### src/rtl/hword_load_unit.sv
module hword_load_unit #(
  parameter int XW = 32
) (
  input  logic          clk,
  input  logic          rst_n,
  input  logic          in_valid,
  output logic          in_ready,
  input  logic          in_wide,
  input  logic          in_two,
  input  logic [31:0]   in_word,
  input  logic          in_cond_pass,
  output logic [3:0]    rf_raddr,
  input  logic [XW-1:0] rf_rdata,
  output logic          mem_req_valid,
  input  logic          mem_req_ready,
  output logic [XW-1:0] mem_addr,
  input  logic          mem_rsp_valid,
  input  logic [15:0]   mem_rsp_data,
  output logic          done,
  output logic [2:0]    done_code,
  output logic          wr_base_en,
  output logic [3:0]    wr_base_addr,
  output logic [XW-1:0] wr_base_data,
  output logic          wr_dst_en,
  output logic [3:0]    wr_dst_addr,
  output logic [XW-1:0] wr_dst_data
);
  localparam logic [2:0] K_OK = 3'd0, K_LIT = 3'd1, K_UNPRIV = 3'd2, K_PLD = 3'd3,
                         K_PLDW = 3'd4, K_UNDEF = 3'd5, K_UNPRED = 3'd6, K_NOMATCH = 3'd7;

  typedef enum logic [1:0] {S_IDLE, S_REQ, S_WAIT, S_DONE} st_t;

  st_t st;
  logic [2:0]  d_kind;
  logic [3:0]  d_rn, d_rt;
  logic [11:0] d_imm;
  logic        d_idx, d_add, d_wb;
  logic [15:0] hi, lo;

  assign hi = in_word[31:16];
  assign lo = in_word[15:0];

  always_comb begin
    d_kind = K_NOMATCH;
    d_rn   = 4'd0;
    d_rt   = 4'd0;
    d_imm  = 12'd0;
    d_idx  = 1'b1;
    d_add  = 1'b1;
    d_wb   = 1'b0;
    if (in_wide) begin
      d_rn  = in_word[19:16];
      d_rt  = in_word[15:12];
      d_imm = {4'd0, in_word[11:8], in_word[3:0]};
      d_idx = in_word[24];
      d_add = in_word[23];
      d_wb  = !in_word[24] || in_word[21];
      if (in_word[31:28] == 4'hF || in_word[27:25] != 3'b000 || !in_word[22] ||
          !in_word[20] || in_word[7:4] != 4'b1011)
        d_kind = K_NOMATCH;
      else if (d_rn == 4'hF)               d_kind = K_LIT;
      else if (!in_word[24] && in_word[21]) d_kind = K_UNPRIV;
      else if (d_rt == 4'hF)               d_kind = K_UNPRED;
      else if (d_wb && d_rn == d_rt)       d_kind = K_UNDEF;
      else                                 d_kind = K_OK;
    end else if (!in_two) begin
      d_rn  = {1'b0, lo[5:3]};
      d_rt  = {1'b0, lo[2:0]};
      d_imm = {6'd0, lo[10:6], 1'b0};
      d_kind = (lo[15:11] == 5'b10001) ? K_OK : K_NOMATCH;
    end else if (hi[15:4] == 12'hF8B) begin
      d_rn  = hi[3:0];
      d_rt  = lo[15:12];
      d_imm = lo[11:0];
      if (d_rt == 4'hF)      d_kind = K_PLD;
      else if (d_rn == 4'hF) d_kind = K_LIT;
      else                   d_kind = K_OK;
    end else if (hi[15:4] == 12'hF83 && lo[11]) begin
      d_rn  = hi[3:0];
      d_rt  = lo[15:12];
      d_imm = {4'd0, lo[7:0]};
      d_idx = lo[10];
      d_add = lo[9];
      d_wb  = lo[8];
      if (d_rn == 4'hF)                             d_kind = K_LIT;
      else if (d_rt == 4'hF && lo[10:8] == 3'b100) d_kind = K_PLDW;
      else if (lo[10:8] == 3'b110)                 d_kind = K_UNPRIV;
      else if (!lo[10] && !lo[8])                  d_kind = K_UNDEF;
      else if (d_rt == 4'hF && lo[8])              d_kind = K_UNPRED;
      else if (d_wb && d_rn == d_rt)               d_kind = K_UNDEF;
      else                                         d_kind = K_OK;
    end
  end

  logic [XW-1:0] imm_x, off_addr, acc_addr;
  assign rf_raddr = d_rn;
  assign imm_x    = {{(XW-12){1'b0}}, d_imm};
  assign off_addr = d_add ? rf_rdata + imm_x : rf_rdata - imm_x;
  assign acc_addr = d_idx ? off_addr : rf_rdata;

  logic [XW-1:0] r_off, r_acc;
  logic [3:0]    r_rn, r_rt;
  logic [2:0]    r_kind;
  logic          r_wb, r_go;
  logic [15:0]   r_data;

  always_ff @(posedge clk) begin
    if (!rst_n) begin
      st     <= S_IDLE;
      r_off  <= '0;
      r_acc  <= '0;
      r_rn   <= '0;
      r_rt   <= '0;
      r_kind <= K_OK;
      r_wb   <= 1'b0;
      r_go   <= 1'b0;
      r_data <= '0;
    end else begin
      case (st)
        S_IDLE: if (in_valid) begin
          r_off  <= off_addr;
          r_acc  <= acc_addr;
          r_rn   <= d_rn;
          r_rt   <= d_rt;
          r_kind <= d_kind;
          r_wb   <= d_wb;
          r_go   <= (d_kind == K_OK) && in_cond_pass;
          st     <= ((d_kind == K_OK) && in_cond_pass) ? S_REQ : S_DONE;
        end
        S_REQ:  if (mem_req_ready) st <= S_WAIT;
        S_WAIT: if (mem_rsp_valid) begin
          r_data <= mem_rsp_data;
          st     <= S_DONE;
        end
        default: st <= S_IDLE;
      endcase
    end
  end

  assign in_ready      = (st == S_IDLE);
  assign mem_req_valid = (st == S_REQ);
  assign mem_addr      = r_acc;
  assign done          = (st == S_DONE);
  assign done_code     = r_kind;
  assign wr_base_en    = done && r_go && r_wb;
  assign wr_base_addr  = r_rn;
  assign wr_base_data  = r_off;
  assign wr_dst_en     = done && r_go;
  assign wr_dst_addr   = r_rt;
  assign wr_dst_data   = {{(XW-16){1'b0}}, r_data};
endmodule

### config.mk
export PLATFORM = sky130hd
export DESIGN_NAME = hword_load_unit
export DESIGN_NICKNAME = d
export VERILOG_FILES = /design/src/rtl/hword_load_unit.sv
export SDC_FILE = /design/constraint.sdc
export NUM_CORES = 1
export LEC_CHECK = 0
export BUFFER_PORTS_ARGS = -buffer_cell sky130_fd_sc_hd__clkbuf_2
export CAP_MARGIN = 20
export CORE_MARGIN = 1.5
export CORE_UTILIZATION = 52
export DETAILED_ROUTE_END_ITERATION = 8
export PLACE_DENSITY = 0.82
export SLEW_MARGIN = 20
export SYNTH_ARGS = -nofsm -noshare
export SYNTH_HDL_FRONTEND = slang
export SYNTH_SLANG_ARGS = --single-unit
### constraint.sdc
create_clock -name clk -period 5.7 [get_ports clk]
set_clock_uncertainty 0.05 [all_clocks]
set_input_delay 0 -clock clk [delete_from_list [all_inputs] [get_ports clk]]
set_output_delay 0 -clock clk [all_outputs]
set_load 0.02 [all_outputs]
==> flow_metrics.py <==
metrics = {
    "outcome": {
        "status": "finished, final reports clean",
    },
    "power": {
        "p_per_area_nw_per_um2": 338,
        "max-vdd-ir-drop_v": 0.000213,
        "power.leakage_nw": 3.81,
    },
    "yosys": {
        "netlist_instances": 844,
        "yosys.area.top_type_share_pct": 30.2,
        "syn-cell-area_um2": 6300,
        "synthTopCellsByArea": "dfxtp_1 30%, nand2_1 8.8%, a21oi_1 8.5%",
        "yosysSeqAreaShare_pct": 30.2,
        "yosysUniqueCellTypes": 69,
        "synth_edf_count": 0,
        "synth_flop_cell": "dfxtp_1",
        "synth-async-reset-ratio_pct": 0,
        "synth_top_area_cell": "dfxtp_1",
        "yosysWarningCount": 0,
        "ys_ff_latch": 95,
        "syn-mean-instance-area_um2": 7.46,
    },
    "flow_run": {
        "max_cap_viol_count": 0,
    },
    "timing": {
        "relSlewSlack_pct": 28.8,
        "setup_slack_ns": 1.28,
        "final-hold-violation-count": 0,
        "setup_tns_ns": 0,
        "fin_crit_ns": 4.42,
        "period_share_pct": 77.5,
        "slew_violations": 0,
        "rsz0062_at_grt": "false",
        "setup_viol": 0,
        "worst_pin_slew_ns": 1.07,
        "fmax_ghz": 0.226,
    },
    "floorplan": {
        "design.core.area_um2": 11900,
        "die_area_um2": 12800,
        "start_util_pct": 52.9,
        "die_h_um": 113,
        "rows": 40,
        "die_x_um": 113,
        "ios": 204,
    },
    "cells_and_area": {
        "layout_common_cells": "187 x clkbuf_2, 147 x nand2_1, 107 x a21oi_1, 95 x dfxtp_1, 81 x nor2_1",
        "final_common_cell": "clkbuf_2",
        "areaGrowthSynthToFinish_pct": 27.6,
        "drive_gt1_share_pct": 21.7,
        "fin_nets": 1177,
        "antenna_cells": 0,
        "fillerInstances": 1016,
    },
    "clock_tree": {
        "clk_latency_ns": 0.36,
        "h-tree-depth": 3,
        "post_cts_buffers": 0,
        "cts_max_path_buffers": 2,
        "cts_resized": 0,
        "cts_tree": "done",
        "clock-root-buffer": "clkbuf_16",
        "numCtsBuffers": 9,
        "clkTransAtPathRegs_ns": 0.07,
        "cts.sinks": 95,
        "cts_hold_buf": 51,
    },
    "critical_path": {
        "r2r-end": "mem_addr[15]$_SDFFE_PN0P_",
        "worstPathMaxFanout": 10,
        "startpoint_type": "primary input",
        "setup.worst_path.end_class": "flop",
        "reg2reg_slack_ns": 3.20,
        "timing.rr.start": "st[1]$_SDFFE_PN0P_",
        "crit_arrival_ns": 4.62,
        "crit_end": "mem_addr[28]$_SDFFE_PN0P_",
        "worstPathRequired_ns": 5.91,
        "reg2reg_depth": 7,
        "critPathLaunch": "in_word[2]",
        "crit_type": "in2reg",
    },
    "placed_design": {
        "gp_congestion": 0.972,
        "dp_hpwl_mm": 13.4,
        "port_buffers": 187,
        "dp_slack_ns": 1.11,
    },
    "global_route": {
        "grt_max_degree": 62,
        "grt_antenna_before_repair": 0,
        "grt_pass1_vias": 6427,
        "gr-total-overflow": 0,
        "grt_usage_pct": 30.4,
        "grt_pass1_wl_mm": 31.4,
    },
    "routing": {
        "wl_mm": 19.2,
        "wire_per_inst_um": 16.0,
        "drc": 0,
        "drt_iter0_drc": 577,
        "ant_nets": 0,
        "first_pass_iters": 5,
        "vias_per_cell": 5.70,
        "vias": 6852,
    },
    "hold_path": {
        "min_from": "in_word[13]",
        "min_path_type": "in2reg",
    },
}
==> where the power goes <==
| group | switching [W] | leakage, nW | internal, W |
|---|---|---|---|
| registers | 0.0000798 | 0.780 | 0.000807 |
| clock network | 0.000297 | 0.155 | 0.000350 |
| logic | 0.000767 | 2.87 | 0.000414 |
| total | 0.00114 | 3.81 | 0.00157 |
==> cell families after synthesis <==
logic type | after synthesis | synth area share (%)
adder cells (fa/ha/maj) | 38 | 7.67
other | 1 | 0.0596
XOR/XNOR | 36 | 5.01
multiplexers | 3 | 0.676
AND/OR/NAND/NOR | 325 | 23.4
flip-flops | 95 | 30.2
buffers and inverters | 82 | 6.04
AO/OA/AOI/OAI | 264 | 27.0
==> per-stage QoR <==
| step | util (%) | total power [W] | hold slack (ns) | instances | instance area, um^2 |
|---|---|---|---|---|---|
| final | 67.5 | 0.00272 | 0.00116 | 1203 | 8040 |
| after floorplan | - | 0.00170 | 0.0860 | 859 | 6350 |
| after global routing | 67.5 | 0.00288 | 0.0144 | 1203 | 8040 |
| after detailed placement | 60.5 | 0.00202 | 0.180 | 1136 | 7210 |
| after global placement | 60.5 | 0.00201 | 0.177 | 1136 | 7210 |
| after CTS | 67.5 | 0.00270 | 0.00282 | 1203 | 8040 |
==> worst min path at each step <==
| stage | to | slack [ns] | depth (start not counted) |
|---|---|---|---|
| 4_1_cts | mem_addr[24]$_SDFFE_PN0P_ | 0.003 | 4 |
| 3_5_place_dp | r_data[10]$_SDFFE_PN0P_ | 0.18 | 3 |
| 3_3_place_gp | r_data[14]$_SDFFE_PN0P_ | 0.18 | 3 |
| 2_1_floorplan | r_data[0]$_SDFFE_PN0P_ | 0.09 | 2 |
| 5_1_grt | mem_addr[24]$_SDFFE_PN0P_ | 0.01 | 4 |
| 6_report | wr_dst_addr[1]$_SDFFE_PN0P_ | 0.001 | 3 |
==> worst max-delay path, cell delays in order <==
cell and delay, ns:
dlygate4sd3_1 0.54, clkbuf_2 0.14, or4_1 0.51, a221o_2 0.42
o21ai_4 0.36, inv_1 0.14, ha_1 0.39, a21oi_1 0.28
nor2_1 0.08, or2_2 0.31, a211oi_1 0.41, o21ai_0 0.26
a31oi_1 0.25, xor2_1 0.21, o211ai_1 0.12, o211a_1 0.19
==> flip-flops by register name, indices dropped and copies added, names as in the netlist <==
register      cells
done_code         3
mem_addr         32
wr_base_data     32
r_go              1
r_data           16
wr_dst_addr       4
wr_base_addr      4
st                2
r_wb              1
==> cells in the mapped netlist (10+ instances only) <==
master	instances
a21o_1	20
nor3_1	16
a21oi_1	107
dfxtp_1	95
nor2_1	81
a211oi_1	11
xor2_1	18
inv_1	19
xnor2_1	18
ha_1	37
nand3_1	20
o211ai_1	15
nand2_1	148
clkbuf_1	41
buf_4	16
o21ai_0	36
a311oi_1	11
o21a_1	10
==> cell type report <==
| cell class | instances | area (um^2) | share of cell area [%] |
|---|---|---|---|
| multi-input cells | 682 | 4080 | 50.7 |
| clock inverters | 7 | 88.8 | 1.11 |
| repair buffers | 243 | 1480 | 18.5 |
| clock buffers | 9 | 225 | 2.80 |
| flip-flops and latches | 95 | 1900 | 23.7 |
| inverters | 20 | 75.1 | 0.934 |
| well taps | 147 | 184 | 2.29 |
==> metal layers <==
metal	up-vias	routed length [um]	global-route usage (%)
met3	39	1510	6.64
met2	305	8830	50.9
met4	0	445	10.0
met1	3122	8460	38.9
li1	3386	-	-
met5	-	0	0
Power figures use the tool's default switching activity.
